<file path="src/rtl/adc_persist_pkg.sv">
`timescale 1ns/1ps
package adc_persist_pkg;
  typedef enum logic [1:0] {
    CMP_OFF = 2'b00,
    CMP_DEC = 2'b01,
    CMP_CLR = 2'b10,
    CMP_RSV = 2'b11
  } cmp_mode_e;

  function automatic logic mode_counts(input logic [1:0] m);
    return (m == CMP_DEC) || (m == CMP_CLR);
  endfunction
endpackage

</file>
<file path="src/rtl/adc_mag_cmp.sv">
`timescale 1ns/1ps
module adc_mag_cmp #(
  parameter int DATA_W = 16
) (
  input  logic [DATA_W-1:0] data,
  input  logic [DATA_W-1:0] thresh,
  input  logic              twos,
  output logic              at_or_above
);
  localparam int MAG_W = DATA_W - 1;
  localparam logic [DATA_W-1:0] MOST_NEG = {1'b1, {MAG_W{1'b0}}};

  logic [DATA_W-1:0] negated;
  logic [MAG_W-1:0]  mag;

  always_comb begin
    negated = ~data + 1'b1;
    if (data == MOST_NEG) begin
      mag = {MAG_W{1'b1}};
    end else if (data[DATA_W-1]) begin
      mag = negated[MAG_W-1:0];
    end else begin
      mag = data[MAG_W-1:0];
    end
    if (twos) begin
      at_or_above = (mag >= thresh[MAG_W-1:0]);
    end else begin
      at_or_above = (data >= thresh);
    end
  end
endmodule

</file>
<file path="src/rtl/adc_evt_counter.sv">
`timescale 1ns/1ps
module adc_evt_counter #(
  parameter int              CNT_W     = 8,
  parameter logic [CNT_W-1:0] LIMIT_RST = 8'h01
) (
  input  logic             clk,
  input  logic             rst_n,
  input  logic             step,
  input  logic             above,
  input  logic             clr_mode,
  input  logic             reconfig,
  input  logic             wr_limit,
  input  logic [CNT_W-1:0] limit_din,
  input  logic             flag_clr,
  output logic [CNT_W-1:0] count_q,
  output logic [CNT_W-1:0] limit_q,
  output logic             flag_q
);
  localparam logic [CNT_W-1:0] CNT_MAX = {CNT_W{1'b1}};
  localparam logic [CNT_W-1:0] CNT_ZERO = '0;

  logic [CNT_W-1:0] count_nxt;
  logic             hit;

  always_comb begin
    count_nxt = count_q;
    if (above) begin
      if (count_q != CNT_MAX) count_nxt = count_q + 1'b1;
    end else if (clr_mode) begin
      count_nxt = CNT_ZERO;
    end else if (count_q != CNT_ZERO) begin
      count_nxt = count_q - 1'b1;
    end
    hit = step && !reconfig && (count_nxt == limit_q);
  end

  always_ff @(posedge clk or negedge rst_n) begin
    if (!rst_n) begin
      count_q <= CNT_ZERO;
    end else if (reconfig) begin
      count_q <= CNT_ZERO;
    end else if (step) begin
      count_q <= count_nxt;
    end
  end

  always_ff @(posedge clk or negedge rst_n) begin
    if (!rst_n) begin
      limit_q <= LIMIT_RST;
    end else if (wr_limit) begin
      limit_q <= limit_din;
    end
  end

  always_ff @(posedge clk or negedge rst_n) begin
    if (!rst_n) begin
      flag_q <= 1'b0;
    end else if (hit) begin
      flag_q <= 1'b1;
    end else if (flag_clr) begin
      flag_q <= 1'b0;
    end
  end
endmodule

</file>
<file path="src/rtl/adc_accum.sv">
`timescale 1ns/1ps
module adc_accum #(
  parameter int DATA_W = 16,
  parameter int ACC_W  = 32
) (
  input  logic              clk,
  input  logic              rst_n,
  input  logic              take,
  input  logic [DATA_W-1:0] data,
  input  logic              twos,
  input  logic              acc_en,
  input  logic              reconfig,
  output logic [ACC_W-1:0]  acc_q,
  output logic              ready
);
  localparam int EXT_W = ACC_W - DATA_W;

  logic [ACC_W-1:0] addend;

  always_comb begin
    if (twos) addend = {{EXT_W{data[DATA_W-1]}}, data};
    else      addend = {{EXT_W{1'b0}}, data};
  end

  always_ff @(posedge clk or negedge rst_n) begin
    if (!rst_n) begin
      acc_q <= '0;
      ready <= 1'b0;
    end else begin
      ready <= take && acc_en && !reconfig;
      if (!acc_en || reconfig) begin
        acc_q <= '0;
      end else if (take) begin
        acc_q <= acc_q + addend;
      end
    end
  end
endmodule

</file>
<file path="src/rtl/adc_persist_det.sv">
`timescale 1ns/1ps
module adc_persist_det #(
  parameter int DATA_W = 16,
  parameter int CNT_W  = 8,
  parameter int ACC_W  = 32
) (
  input  logic              clk,
  input  logic              rst_n,
  input  logic              s_valid,
  output logic              s_ready,
  input  logic [DATA_W-1:0] s_data,
  input  logic              cfg_twos,
  input  logic [1:0]        cfg_cmp_mode,
  input  logic              cfg_acc_en,
  input  logic              reconfig,
  input  logic              wr_thresh,
  input  logic [DATA_W-1:0] wr_thresh_data,
  input  logic              wr_limit,
  input  logic [CNT_W-1:0]  wr_limit_data,
  input  logic              flag_clr,
  input  logic              irq_en,
  output logic [DATA_W-1:0] thresh_q,
  output logic [CNT_W-1:0]  limit_q,
  output logic [CNT_W-1:0]  count_q,
  output logic [ACC_W-1:0]  acc_q,
  output logic              flag_q,
  output logic              irq,
  output logic              acc_ready
);
  import adc_persist_pkg::*;

  localparam logic [CNT_W-1:0] LIMIT_DEFAULT = 1;

  logic accept;
  logic above;
  logic step;
  logic clr_mode;

  assign s_ready  = 1'b1;
  assign accept   = s_valid && s_ready;
  assign step     = accept && mode_counts(cfg_cmp_mode);
  assign clr_mode = (cfg_cmp_mode == CMP_CLR);

  always_ff @(posedge clk or negedge rst_n) begin
    if (!rst_n) begin
      thresh_q <= '0;
    end else if (wr_thresh) begin
      thresh_q <= wr_thresh_data;
    end
  end

  adc_mag_cmp #(.DATA_W(DATA_W)) u_cmp (
    .data        (s_data),
    .thresh      (thresh_q),
    .twos        (cfg_twos),
    .at_or_above (above)
  );

  adc_evt_counter #(.CNT_W(CNT_W), .LIMIT_RST(LIMIT_DEFAULT)) u_cnt (
    .clk       (clk),
    .rst_n     (rst_n),
    .step      (step),
    .above     (above),
    .clr_mode  (clr_mode),
    .reconfig  (reconfig),
    .wr_limit  (wr_limit),
    .limit_din (wr_limit_data),
    .flag_clr  (flag_clr),
    .count_q   (count_q),
    .limit_q   (limit_q),
    .flag_q    (flag_q)
  );

  adc_accum #(.DATA_W(DATA_W), .ACC_W(ACC_W)) u_acc (
    .clk      (clk),
    .rst_n    (rst_n),
    .take     (accept),
    .data     (s_data),
    .twos     (cfg_twos),
    .acc_en   (cfg_acc_en),
    .reconfig (reconfig),
    .acc_q    (acc_q),
    .ready    (acc_ready)
  );

  assign irq = flag_q && irq_en;
endmodule

</file>
<file path="config.mk">
export PLATFORM = sky130hd
export DESIGN_NAME = adc_persist_det
export DESIGN_NICKNAME = d
export VERILOG_FILES = /design/src/rtl/adc_persist_pkg.sv /design/src/rtl/adc_mag_cmp.sv /design/src/rtl/adc_evt_counter.sv /design/src/rtl/adc_accum.sv /design/src/rtl/adc_persist_det.sv
export SDC_FILE = /design/constraint.sdc
export NUM_CORES = 1
export LEC_CHECK = 0
export ABC_CLOCK_PERIOD_IN_PS = 3300
export BUFFER_PORTS_ARGS = -buffer_cell sky130_fd_sc_hd__buf_2
export CORE_MARGIN = 2
export CORE_UTILIZATION = 24
export DETAILED_ROUTE_END_ITERATION = 8
export HOLD_SLACK_MARGIN = 0.02
export PLACE_DENSITY = 0.43
export SLEW_MARGIN = 10
export SYNTH_ARGS = -nofsm -noshare
export SYNTH_HDL_FRONTEND = slang
export SYNTH_SLANG_ARGS = --single-unit
</file>
<file path="constraint.sdc">
create_clock -name clk -period 3.3 [get_ports clk]
set_input_delay 0.66 -clock clk [delete_from_list [all_inputs] [get_ports clk]]
set_output_delay 0.66 -clock clk [all_outputs]
set_load 0.1 [all_outputs]
</file>
==> results of run 1 <==
[state kept, by name, indices dropped and copies added (netlist names)]
signal	cells
u_cnt.limit_q	8
u_cnt.count_q	8
thresh_q	16
u_acc.acc_q	32
u_cnt.flag_q	1
u_acc.ready	1
[where the power goes]
part	switching [W]	internal [W]	leakage (nW)
Clock	0.000374	0.000620	0.148
Sequential	0.0000591	0.000863	0.858
Combinational	0.00106	0.000594	3.33
Total	0.00149	0.00208	4.34
[worst register-to-register path: stages, from the launching register on]
cell and delay (ns):
dfrtp_4 0.50, ha_4 0.17, fa_2 0.34, a21o_1 0.21
a21oi_2 0.15, nor2b_1 0.08, o31a_1 0.27, a221o_1 0.36
a221o_1 0.37, buf_6 0.15, buf_4 0.12, nor2_2 0.08
xor2_1 0.16, o21ai_1 0.09
[final timing paths]
check                      slack [ns]               from  cells past startpoint              end
hold reg to reg                  0.53       u_cnt.flag_q                      2     u_cnt.flag_q
min in group asynchronous        0.56              rst_n                      2      thresh_q[6]
setup / recovery                -1.04          s_data[0]                     22     u_cnt.flag_q
hold / removal                   0.53  wr_thresh_data[3]                      3      thresh_q[3]
setup reg to reg                 0.14     u_acc.acc_q[0]                     13  u_acc.acc_q[26]
max in group asynchronous        2.04              rst_n                      2   u_acc.acc_q[0]
[Yosys cell counts, types with 8 or more instances]
master    count
nand3_1      14
nand4_1       8
o21ai_0      39
a21oi_1      45
inv_1        30
a21o_1       23
nand2b_1     11
mux2_2        8
o21a_1        8
xor2_1       27
ha_1         67
a31oi_1      10
a211oi_1     11
mux2i_1      27
nand2_1      74
xnor2_1      23
dfrtp_1      65
nor2b_1      10
nor2_1       61
clkbuf_1     23
nor3_1       12
[metrics by stage]
step	util (%)	hold WS, ns
6_report	34.4	0.533
3_5_place_dp	31.9	0.525
2_1_floorplan	-	0.364
4_1_cts	33.6	0.517
5_1_grt	34.4	0.537
3_3_place_gp	31.9	0.522
[kinds of logic after synthesis]
logic type | count (synthesis) | share of synthesized area [%]
AOI/OAI and AO/OA | 192 | 22.4
xor gates and xnor gates | 50 | 7.18
adders and majority gates | 68 | 14.1
buffers and inverters | 62 | 4.12
DFF | 66 | 27.1
muxes | 35 | 5.91
other | 1 | 0.0615
and+or+nand+nor | 237 | 19.2
[metal layers]
metal	up-vias	wire length, microns	GRT usage (%)
li1	3022	-	-
met4	4	274	4.23
met1	2782	9940	21.0
met3	17	763	2.59
met2	99	9160	25.3
met5	-	27	0
[layout make-up]
cell class	instances	area share (%)
Sequential cell	66	19.3
Timing Repair Buffer	243	18.5
Inverter	30	1.63
Clock buffer	12	2.98
Multi-Input combinational cell	584	52.3
Tap cell	330	4.80
Clock inverter	3	0.465
[placed cells by master, fill, tap and decap left out, drive strengths merged, types with 4 or more instances in the layout]
cell,count
dfrtp,65
inv,29
nor2b,10
clkbuf,13
a21oi,46
buf,242
a31oi,10
o21bai,4
mux2,8
nor3,12
xor2,27
nand3b,6
o21ai,42
o211ai,5
nand2b,11
nor2,62
o31ai,8
xnor2,23
ha,67
nand2,74
nand3,15
or2,4
and2,8
nand4,9
mux2i,27
a211oi,15
or3,6
and3,5
o21a,8
a21o,23
[timing repair]
item | CTS | global route
gates resized for setup | 23 | 28
pin swaps | 24 | 17
endpoints found under the setup margin | 12 | 18
cloned | 1 | 1
buffers inserted | 6 | 5
==> results.md, run 1 <==
- Status: finished, violations left
- Failing checks: setup timing
- Ports: 120
- Maximum root-to-sink buffer count: 2
- Area leader, netlist: dfrtp_1
- Routed vias: between 5000 and 6000
- Final Cell Area: 0.00860 sq mm
- RSZ-0062 raised after global routing: true
- CP max-delay cell: or3b_4
- Placed cells: between 1000 and 1500
- DIE WIDTH: 163 microns
- Post-Place Worst Slack: -1.67 ns
- Die Height: ~160 microns
- Fin nets: around 1100
- First-pass detailed-route iteration total: 4
- FILL cells: ~2600
- Synth Cell Area: approximately 0.0061 sq mm
- Fin crit share: 131%
- Tot Pwr: between 0.003 and 0.004 W
- Tightest Pin Transition: between 0.9 and 1 ns
- CTS buffer count: 9
- P_leak: around 4.3 nW
- Vias in the first global route: approximately 6100
- TNS Setup: -7.55 ns
- Gr usage total: between 10% and 20%
- Pwr/cell area: 415 mW/mm^2
- Startpoint Class: primary input
- Cell Chain, Critical Path: buf_8 > clkinv_8 > ha_4 > nand2b_4 > or4_4 > nor2_4 > nand2_2 > or3_4 > or3b_4 > buf_6 > nand2_4 > ha_4 > a21oi_2 > nand2_1 > a221oi_2 > o211ai_1 > buf_4 > and3_4 > and3_4 > a2111oi_4 > xor2_1 > o31ai_2
- Root Driver: clkbuf_16
- Inserted Diodes: 0
- Syn_area_per_cell: between 8 and 9 sq um
- Clock sink count: 66
- WL final: approximately 20000 microns
- Critical Path Max Stage Delay: 0.45 ns
- Final Hold Vio Count: 0
- Synth top area share: about a quarter
- Core area: approximately 0.025 sq mm
- Seq. cell area: approximately 0.0017 sq mm
- Initial antenna violation count: 2
- CTS H-tree lvls: 3
- Synth Flop Type: dfrtp_1
- # hold bufs at CTS: 0
- Synth Register Bits: 66
- Gr ovfl total: 0
- Final setup vio count: 9
- Top cells by area, synth: dfrtp_1 27%, ha_1 14%, nand2_1 4.6%
- Buf+Inv Stages, Crit Path: 4
- Placed Area: 0.00798 sq mm
- Insertion delay to the later sink of the worst-skew pair: approximately 0.34 ns
- Port bufs: 118
- Die area: between 0.02 and 0.03 sq mm
- CP Max Fanout: 8
- CTS tree: yes
- Multi-input gate area: between 0.004 and 0.005 sq mm
- Vias/cell: 4.67
- WL per Instance: about 16 microns
- Worst relative slew slack: ~37%
- Share of post-route cells with drive strength above 1: 36.5%
- First-pass GRT wire length: between 30000 and 40000 microns
- Yosys warns: 0
- Max-slew violation count: 0
- Layout Cells excl Fill: roughly 1300
- DRC violation count after routing: 0
- Syn nets: between 800 and 900
- Worst Skew: 0.00726 ns
- Worst EP arrival: between 4 and 5 ns
- Required @ worst endpoint: 3.55 ns
- Syn-to-layout area delta: 41.0%
- Setup WS post-layout: -1.04 ns
- Post-synth ARST share: between 90% and 100%
- Sequential share of the synthesized area: ~27%
- Reg clk slew, reported paths: 0.05 ns
- Num rows: 58
- Yosys cell types: between 70 and 80
- CP delay by family, top: simple AND/OR/NAND/NOR gates
- Post-synth EDFFs: 0
- Worst Hold Class: in2reg
- Pin count of the biggest net entering global routing: 67
- Critical Path Sink Type: register
- Max-cap viol count: 0
- Gpl congestion: ~0.82
- Initial Utilization: 24.4%
- WS Path Type: in2reg
- DRT iter0 DRCs: just under 200
- Achievable Freq: approximately 230 MHz
- Post-Synthesis Cells: about 700
- Peak supply drop: 261 uV
- Final ANT Viol Nets: 0
- Detailed placement HPWL: roughly 15000 microns
- Minimum clock period: roughly 4.3 ns
No activity file was read; power rests on OpenSTA's default activity.
==> run 2, diff against run 1 <==
--- a/config.mk
+++ b/config.mk
@@ -5,13 +5,13 @@
 export SDC_FILE = /design/constraint.sdc
 export NUM_CORES = 1
 export LEC_CHECK = 0
-export ABC_CLOCK_PERIOD_IN_PS = 3300
-export BUFFER_PORTS_ARGS = -buffer_cell sky130_fd_sc_hd__buf_2
+export ABC_CLOCK_PERIOD_IN_PS = 4400
 export CORE_MARGIN = 2
 export CORE_UTILIZATION = 24
 export DETAILED_ROUTE_END_ITERATION = 8
+export DONT_BUFFER_PORTS = 1
 export HOLD_SLACK_MARGIN = 0.02
-export PLACE_DENSITY = 0.43
+export PLACE_DENSITY = 0.39
 export SLEW_MARGIN = 10
 export SYNTH_ARGS = -nofsm -noshare
 export SYNTH_HDL_FRONTEND = slang
==> constraint.sdc (replaced) <==
create_clock -name clk -period 4.4 [get_ports clk]
set_input_delay 0.88 -clock clk [delete_from_list [all_inputs] [get_ports clk]]
set_output_delay 0.88 -clock clk [all_outputs]
set_load 0.1 [all_outputs]
==> run 2 against run 1 <==
  * The flow still finishes with violations (setup timing)
  * Hold slack worse by 0.30 ns
  * Wire length decreased by 4.2%
  * Non-clock buffer count fell by 166
  * Core utilization down 3.9 points
  * Combinational power decreased by 36%
  * Clock power is 23% lower
==> results.md, run 2 (synthesis results as in run 1) <==
- Commonest non-fill, non-tap cell in the layout: buf_4
- Inserted Diodes: 0 (unchanged)
- Maximum root-to-sink buffer count: 2 (unchanged)
- Die area: 0.0267 sq mm (unchanged)
- Gpl congestion: 0.808 (-1.2%)
- Tightest Pin Transition: 1.14 ns (+0.191 ns)
- GR Util met2: 25.8% (+0.52 points)
- Psw: 0.00107 W (-28%)
- CTS tree: yes
- DIE WIDTH: 163 microns (unchanged)
- First-pass GRT wire length: 30800 microns (-4.8%)
- Num rows: 58 (unchanged)
- Gr usage total: 14.8% (-0.66 points)
- Achievable Freq: between 200 and 250 MHz
- Critical Path Sink Type: register
- CP max-delay cell: or3b_4
- R2R setup slack: 1.03 ns (+0.89 ns)
- Worst EP arrival: 4.72 ns (+0.14 ns)
- M3 GR Usage: 3.66% (+1.1 points)
- CP Max Fanout: 7 (-1)
- Worst relative slew slack: 24.0% (-13 points)
- Failing checks: setup timing
- Most frequent cells in the layout: 68 x buf_4, 66 x nand2_1, 65 x dfrtp_1, 61 x ha_1, 59 x nor2_1
- CTS buffer count: 9 (unchanged)
- Reg clk slew, reported paths: 0.06 ns (about the same)
- Initial Utilization: 24.4% (unchanged)
- Post-Place Worst Slack: -0.596 ns (+1.07 ns)
- Die Height: 163 microns (unchanged)
- RSZ-0062 raised after global routing: true
- Root Driver: clkbuf_16
- Largest reg by FF count: u_acc.acc_q
- Port bufs: 0 (-100%)
- WL per Instance: 17.5 microns (+10%)
- Max-cap viol count: 0 (unchanged)
- Share of power burned in registers: 29.2% (+3.4 points)
- Seq. cell area: 0.00165 sq mm (-0.38%)
- Detailed placement HPWL: 14500 microns (-6.0%)
- Required @ worst endpoint: 4.65 ns (+1.10 ns)
- Routing usage on met1: 18.1% (-2.8 points)
- TNS Setup: -0.0999 ns (+7.45 ns)
- First-pass detailed-route iteration total: 4 (unchanged)
- WS Path Type: in2reg
- Critical Path Max Stage Delay: 0.46 ns (about the same)
- Max FFs per register: 32 (unchanged)
- Fin nets: 888 (-16%)
- CTS H-tree lvls: 3 (unchanged)
- Setup WS post-layout: -0.0673 ns (+0.969 ns)
- Most Crowded Layer GR: met2
- R2R depth: 11 (-2)
- Startpoint Class: primary input
- # hold bufs at CTS: 0 (unchanged)
- Final setup vio count: 2 (-7)
- Status: finished, violations left
- DRT iter0 DRCs: 232 (+18%)
- Worst Skew: 0.0143 ns (+0.00702 ns)
- Syn-to-layout area delta: 24.9%
- R2R Path Start: u_acc.acc_q[0]
- Leading registers by flop count: u_acc.acc_q x32, thresh_q x16
- Gr ovfl total: 0 (unchanged)
- Share of post-route cells with drive strength above 1: 21.9% (-15 points)
- P_leak: 3.58 nW (-18%)
- Fin crit share: 102%
- Internal power: 0.00150 W (-28%)
- Switch share: 41.7% (-0.13 points)
- DRC violation count after routing: 0 (unchanged)
- Clk pwr share: 29.9% (+2.0 points)
- WL final: 19300 microns (-4.2%)
- Core area: 0.0250 sq mm (unchanged)
- Vias in the first global route: 5627 (-7.3%)
- Final Hold Vio Count: 0 (unchanged)
- Clock sink count: 66 (unchanged)
- Cell Chain, Critical Path: clkinv_16 > ha_4 > nand2b_4 > or4_4 > nor2_4 > nand2_2 > or3_4 > or3b_4 > buf_6 > nand2_4 > ha_4 > and2_4 > a221oi_2 > o211ai_1 > buf_4 > buf_4 > a311oi_1 > a211oi_1 > a211oi_2 > o2111ai_2 > o31ai_2
- Minimum clock period: between 4 and 5 ns
- Final ANT Viol Nets: 0 (unchanged)
- Vias/cell: 4.98 (+6.7%)
- Initial antenna violation count: 0 (-2)
- FILL cells: 2667 (+0.68%)
- Worst R2R End: u_acc.acc_q[30]
- Max-slew violation count: 0 (unchanged)
- Power share of the combinational group: 40.8% (-5.5 points)
- Insertion delay to the later sink of the worst-skew pair: 0.35 ns (about the same)
- Routed vias: 5498 (-7.2%)
- Pwr/cell area: 338 mW/mm^2 (-19%)
- Pin count of the biggest net entering global routing: 67 (unchanged)
- Multi-input gate area: 0.00449 sq mm (-0.33%)
- Worst Hold Class: in2async
- Peak supply drop: 123 uV (-53%)
- Ports: 120 (unchanged)
- CP startpoint: s_data[1]
[run 2: worst max path at each step]
stage                   end  slack [ns]  depth (start not counted)
6_report       u_cnt.flag_q       -0.07                         21
5_1_grt        u_cnt.flag_q       -0.23                         21
4_1_cts        u_cnt.flag_q       -0.18                         21
3_5_place_dp   u_cnt.flag_q       -0.60                         21
3_3_place_gp   u_cnt.flag_q       -0.55                         21
2_1_floorplan  u_cnt.flag_q       -0.45                         22
[run 2: critical path: cells and delay by family]
family / cells / cell delay, ns
AND/OR/NAND/NOR: 8 / 1.69
AO/OA/AOI/OAI: 7 / 1.29
adder cells (fa/ha/maj): 2 / 0.32
buffers and inverters: 4 / 0.51
[run 2: per-layer routing]
layer  up-vias  share of wire [%]
met1      2677                 45
met2       106                 49
met3        16                5.4
met5         -                  0
li1       2699                  -
met4         0                1.3
[run 2: through the flow]
stage / instances / hold WS (ns) / power [W] / cell area (sq um) / utilization (%)
2_1_floorplan: 711 / 0.584 / 0.00154 / 6280 / -
3_3_place_gp: 1082 / 0.571 / 0.00173 / 7070 / 28.2
3_5_place_dp: 1082 / 0.586 / 0.00174 / 7070 / 28.2
4_1_cts: 1101 / 0.209 / 0.00255 / 7430 / 29.7
5_1_grt: 1103 / 0.210 / 0.00273 / 7620 / 30.4
6_report: 1103 / 0.229 / 0.00257 / 7620 / 30.4
[run 2: area by class of cell]
class | instances | area share (%)
clock buffer | 13 | 3.42
clock inverter | 3 | 0.525
inverter | 30 | 1.99
multi-input combinational | 584 | 58.9
sequential | 66 | 21.7
tap | 330 | 5.42
timing repair buffer | 77 | 8.08
[run 2: power by group through the flow]
stage | clock network, W | registers [W] | logic, W
final | 0.000770 | 0.000752 | 0.00105
after floorplan | 0 | 0.000975 | 0.000564
after global routing | 0.000825 | 0.000758 | 0.00114
after global placement | 0 | 0.000762 | 0.000968
after detailed placement | 0 | 0.000763 | 0.000978
after CTS | 0.000803 | 0.000752 | 0.000996
[run 2: timing repair]
action | CTS | global route
resized for setup | 7 | 40
buffers inserted | 2 | 3
pin swaps | 18 | 16
cloned | 1 | 0
endpoints found under the hold margin | 0 | 0
endpoints found under the setup margin | 8 | 8
==> run 3, diff against run 2 <==
--- a/config.mk
+++ b/config.mk
@@ -6,12 +6,14 @@
 export NUM_CORES = 1
 export LEC_CHECK = 0
 export ABC_CLOCK_PERIOD_IN_PS = 4400
+export CELL_PAD_IN_SITES_DETAIL_PLACEMENT = 1
+export CELL_PAD_IN_SITES_GLOBAL_PLACEMENT = 2
 export CORE_MARGIN = 2
 export CORE_UTILIZATION = 24
 export DETAILED_ROUTE_END_ITERATION = 8
 export DONT_BUFFER_PORTS = 1
 export HOLD_SLACK_MARGIN = 0.02
-export PLACE_DENSITY = 0.39
+export PLACE_DENSITY = 0.57
 export SLEW_MARGIN = 10
 export SYNTH_ARGS = -nofsm -noshare
 export SYNTH_HDL_FRONTEND = slang
==> run 3 against run 2 <==
  * The run still ends with setup timing left
  * Sequential share of layout area decreased by 0.18 points
  * Non-clock buffer count increased by 9
  * Total power increased by 0.32%
  * Global-route usage increased by 1.2 points
  * Largest power group unchanged
  * Highest routed layer unchanged
==> results.md, run 3 (synthesis results as in run 1) <==
- Status: finished, violations left
- Failing checks: setup timing
- Gr ovfl total: 0 (unchanged)
- CP Max Fanout: 7 (unchanged)
- Largest reg by FF count: u_acc.acc_q
- WS Path Type: in2reg
- DIE WIDTH: 163 microns (unchanged)
- Final Hold Vio Count: 0 (unchanged)
- Worst EP arrival: 4.78 ns (+0.06 ns)
- Critical Path Sink Type: register
- Vias/cell: 5.03 (+0.85%)
- Inserted Diodes: 0 (unchanged)
- Gr usage total: 16.0% (+1.2 points)
- Clock sink count: 66 (unchanged)
- Minimum clock period: 4.52 ns (+0.0573 ns)
- First-pass GRT wire length: 33800 microns (+9.7%)
- Fin crit share: 103% (+1.3 points)
- Root Driver: clkbuf_16
- CTS H-tree lvls: 3 (unchanged)
- CP max-delay cell: or3b_4
- Final ANT Viol Nets: 0 (unchanged)
- Achievable Freq: 221 MHz (-1.3%)
- Maximum root-to-sink buffer count: 2 (unchanged)
- Max-slew violation count: 0 (unchanged)
- R2R Path Start: u_acc.acc_q[0]
- DRT iter0 DRCs: 245 (+5.6%)
- RSZ-0062 raised after global routing: true
- Worst Hold Class: in2async
- Critical Path End: u_cnt.flag_q
- Worst Skew: 0.00773 ns (-0.00655 ns)
- Commonest non-fill, non-tap cell in the layout: buf_4
- Stages on the worst setup path: 21 (unchanged)
- Share of post-route cells with drive strength above 1: 23.1% (+1.3 points)
- Final hold slack: 0.227 ns (-0.00133 ns)
- Peak supply drop: 171 uV (+39%)
- CTS buffer count: 9 (unchanged)
- Max-cap viol count: 0 (unchanged)
- Port bufs: 0 (unchanged)
- Syn-to-layout area delta: 25.9%
- R2R setup slack: 0.98 ns (-0.05 ns)
- Initial Utilization: 24.4% (unchanged)
- Max FFs per register: 32 (unchanged)
- Final setup vio count: 3 (+1)
- Pwr/cell area: 336 mW/mm^2 (-0.50%)
- Ports: 120 (unchanged)
- R2R depth: 11 (unchanged)
- Pin count of the biggest net entering global routing: 67 (unchanged)
- Vias in the first global route: 6159 (+9.5%)
- Setup WS post-layout: -0.125 ns (-0.0573 ns)
- Most frequent cells in the layout: 77 x buf_4, 69 x nand2_1, 65 x dfrtp_1, 62 x ha_1, 57 x nor2_1
- Initial antenna violation count: 0 (unchanged)
- Worst relative slew slack: 25.1% (+1.1 points)
- Critical Path Max Stage Delay: 0.50 ns (+0.04 ns)
- Leading registers by flop count: u_acc.acc_q x32, thresh_q x16
- Insertion delay to the later sink of the worst-skew pair: 0.34 ns (about the same)
- Layout Cells excl Fill: 1112 (+0.82%)
- WL final: 20700 microns (+7.3%)
- DRC violation count after routing: 0 (unchanged)
- CP startpoint: s_data[0]
- Placed cells: 1084 (+0.18%)
- Num rows: 58 (unchanged)
- CP delay by family, top: simple AND/OR/NAND/NOR gates
- Tightest Pin Transition: 1.12 ns (-0.0162 ns)
- WL per Instance: 18.7 microns (+6.5%)
- Buf+Inv Stages, Crit Path: 3 (-1)
- Detailed placement HPWL: 15900 microns (+9.5%)
- Startpoint Class: primary input
- CTS tree: yes
- Worst R2R End: u_acc.acc_q[30]
- Core area: 0.0250 sq mm (unchanged)
- P_leak: 3.62 nW (+0.98%)
- Cell Chain, Critical Path: clkinv_16 > ha_4 > nand2b_4 > or4_4 > nor2_2 > nand2_1 > or3_4 > or3b_4 > nand2_4 > ha_4 > a21oi_2 > nand2_1 > a221oi_2 > o211ai_1 > buf_4 > buf_6 > a311oi_4 > a211oi_2 > a211oi_2 > o2111ai_2 > o31ai_2
- Required @ worst endpoint: 4.65 ns (about the same)
- First-pass detailed-route iteration total: 4 (unchanged)
- Gpl congestion: 0.806 (-0.28%)
- Die area: 0.0267 sq mm (unchanged)
- Reg clk slew, reported paths: 0.06 ns (about the same)
- Fin nets: 897 (+1.0%)
- Die Height: 163 microns (unchanged)
- Routed vias: 5590 (+1.7%)
==> run 3: cell count changes in the layout (fill, tap and decap cells not counted), sizes merged <==
cell	previous run	this run
clkbuf	13	11
clkinvlp	0	2
clkinv	4	3
inv	28	29
buf	77	86
==> run 3: report_power, final <==
group          switching (W)  internal, W  leakage [nW]  total (W)
Combinational       0.000683     0.000387          2.61    0.00107
Clock               0.000307     0.000453         0.142   0.000761
Sequential          0.000105     0.000645         0.863   0.000750
Total                0.00110      0.00149          3.62    0.00258
==> run 3: how the worst min path moves through the flow <==
stage                     slack, ns          endpoint              from
after floorplan                0.58       thresh_q[0]             rst_n
after global placement         0.54  u_cnt.count_q[5]  u_cnt.count_q[5]
after detailed placement       0.59       thresh_q[9]             rst_n
after CTS                      0.21   u_acc.acc_q[16]             rst_n
after global routing           0.21  u_cnt.count_q[0]             rst_n
final                          0.23      thresh_q[10]             rst_n
==> run 3: stage by stage <==
stage / total power [W] / TNS, ns / utilization [%] / setup slack (ns) / cell area [sq um]
6_report: 0.00258 / -0.186 / 30.7 / -0.125 / 7680
5_1_grt: 0.00274 / -1.29 / 30.7 / -0.367 / 7680
3_5_place_dp: 0.00176 / -4.78 / 28.3 / -0.692 / 7090
2_1_floorplan: 0.00154 / -1.21 / - / -0.447 / 6280
3_3_place_gp: 0.00173 / -3.73 / 28.3 / -0.557 / 7090
4_1_cts: 0.00258 / -0.273 / 30.0 / -0.0929 / 7500
==> run 3: routing by layer <==
layer / GRT usage [%] / wire, microns
met5: 0 / 0
met4: 4.74 / 467
met3: 3.48 / 960
met2: 28.3 / 10300
met1: 19.4 / 9050
==> run 3: cell type report <==
cell class                 count  area, sq um
clock buffer                  11          243
clock inverter                 5         55.1
fill                        2893        17400
inverter                      30          151
multi-input combinational    584         4480
sequential                    66         1650
tap                          330          413
timing repair buffer          86          683
==> run 3: repair_timing <==
item | 4_1_cts | 5_1_grt
hold buffers | 0 | 0
buffers inserted | 6 | 7
cloned | 1 | 0
pin swaps | 15 | 28
gates resized for setup | 15 | 34
endpoints found under the hold margin | 0 | 0
endpoints found under the setup margin | 9 | 9
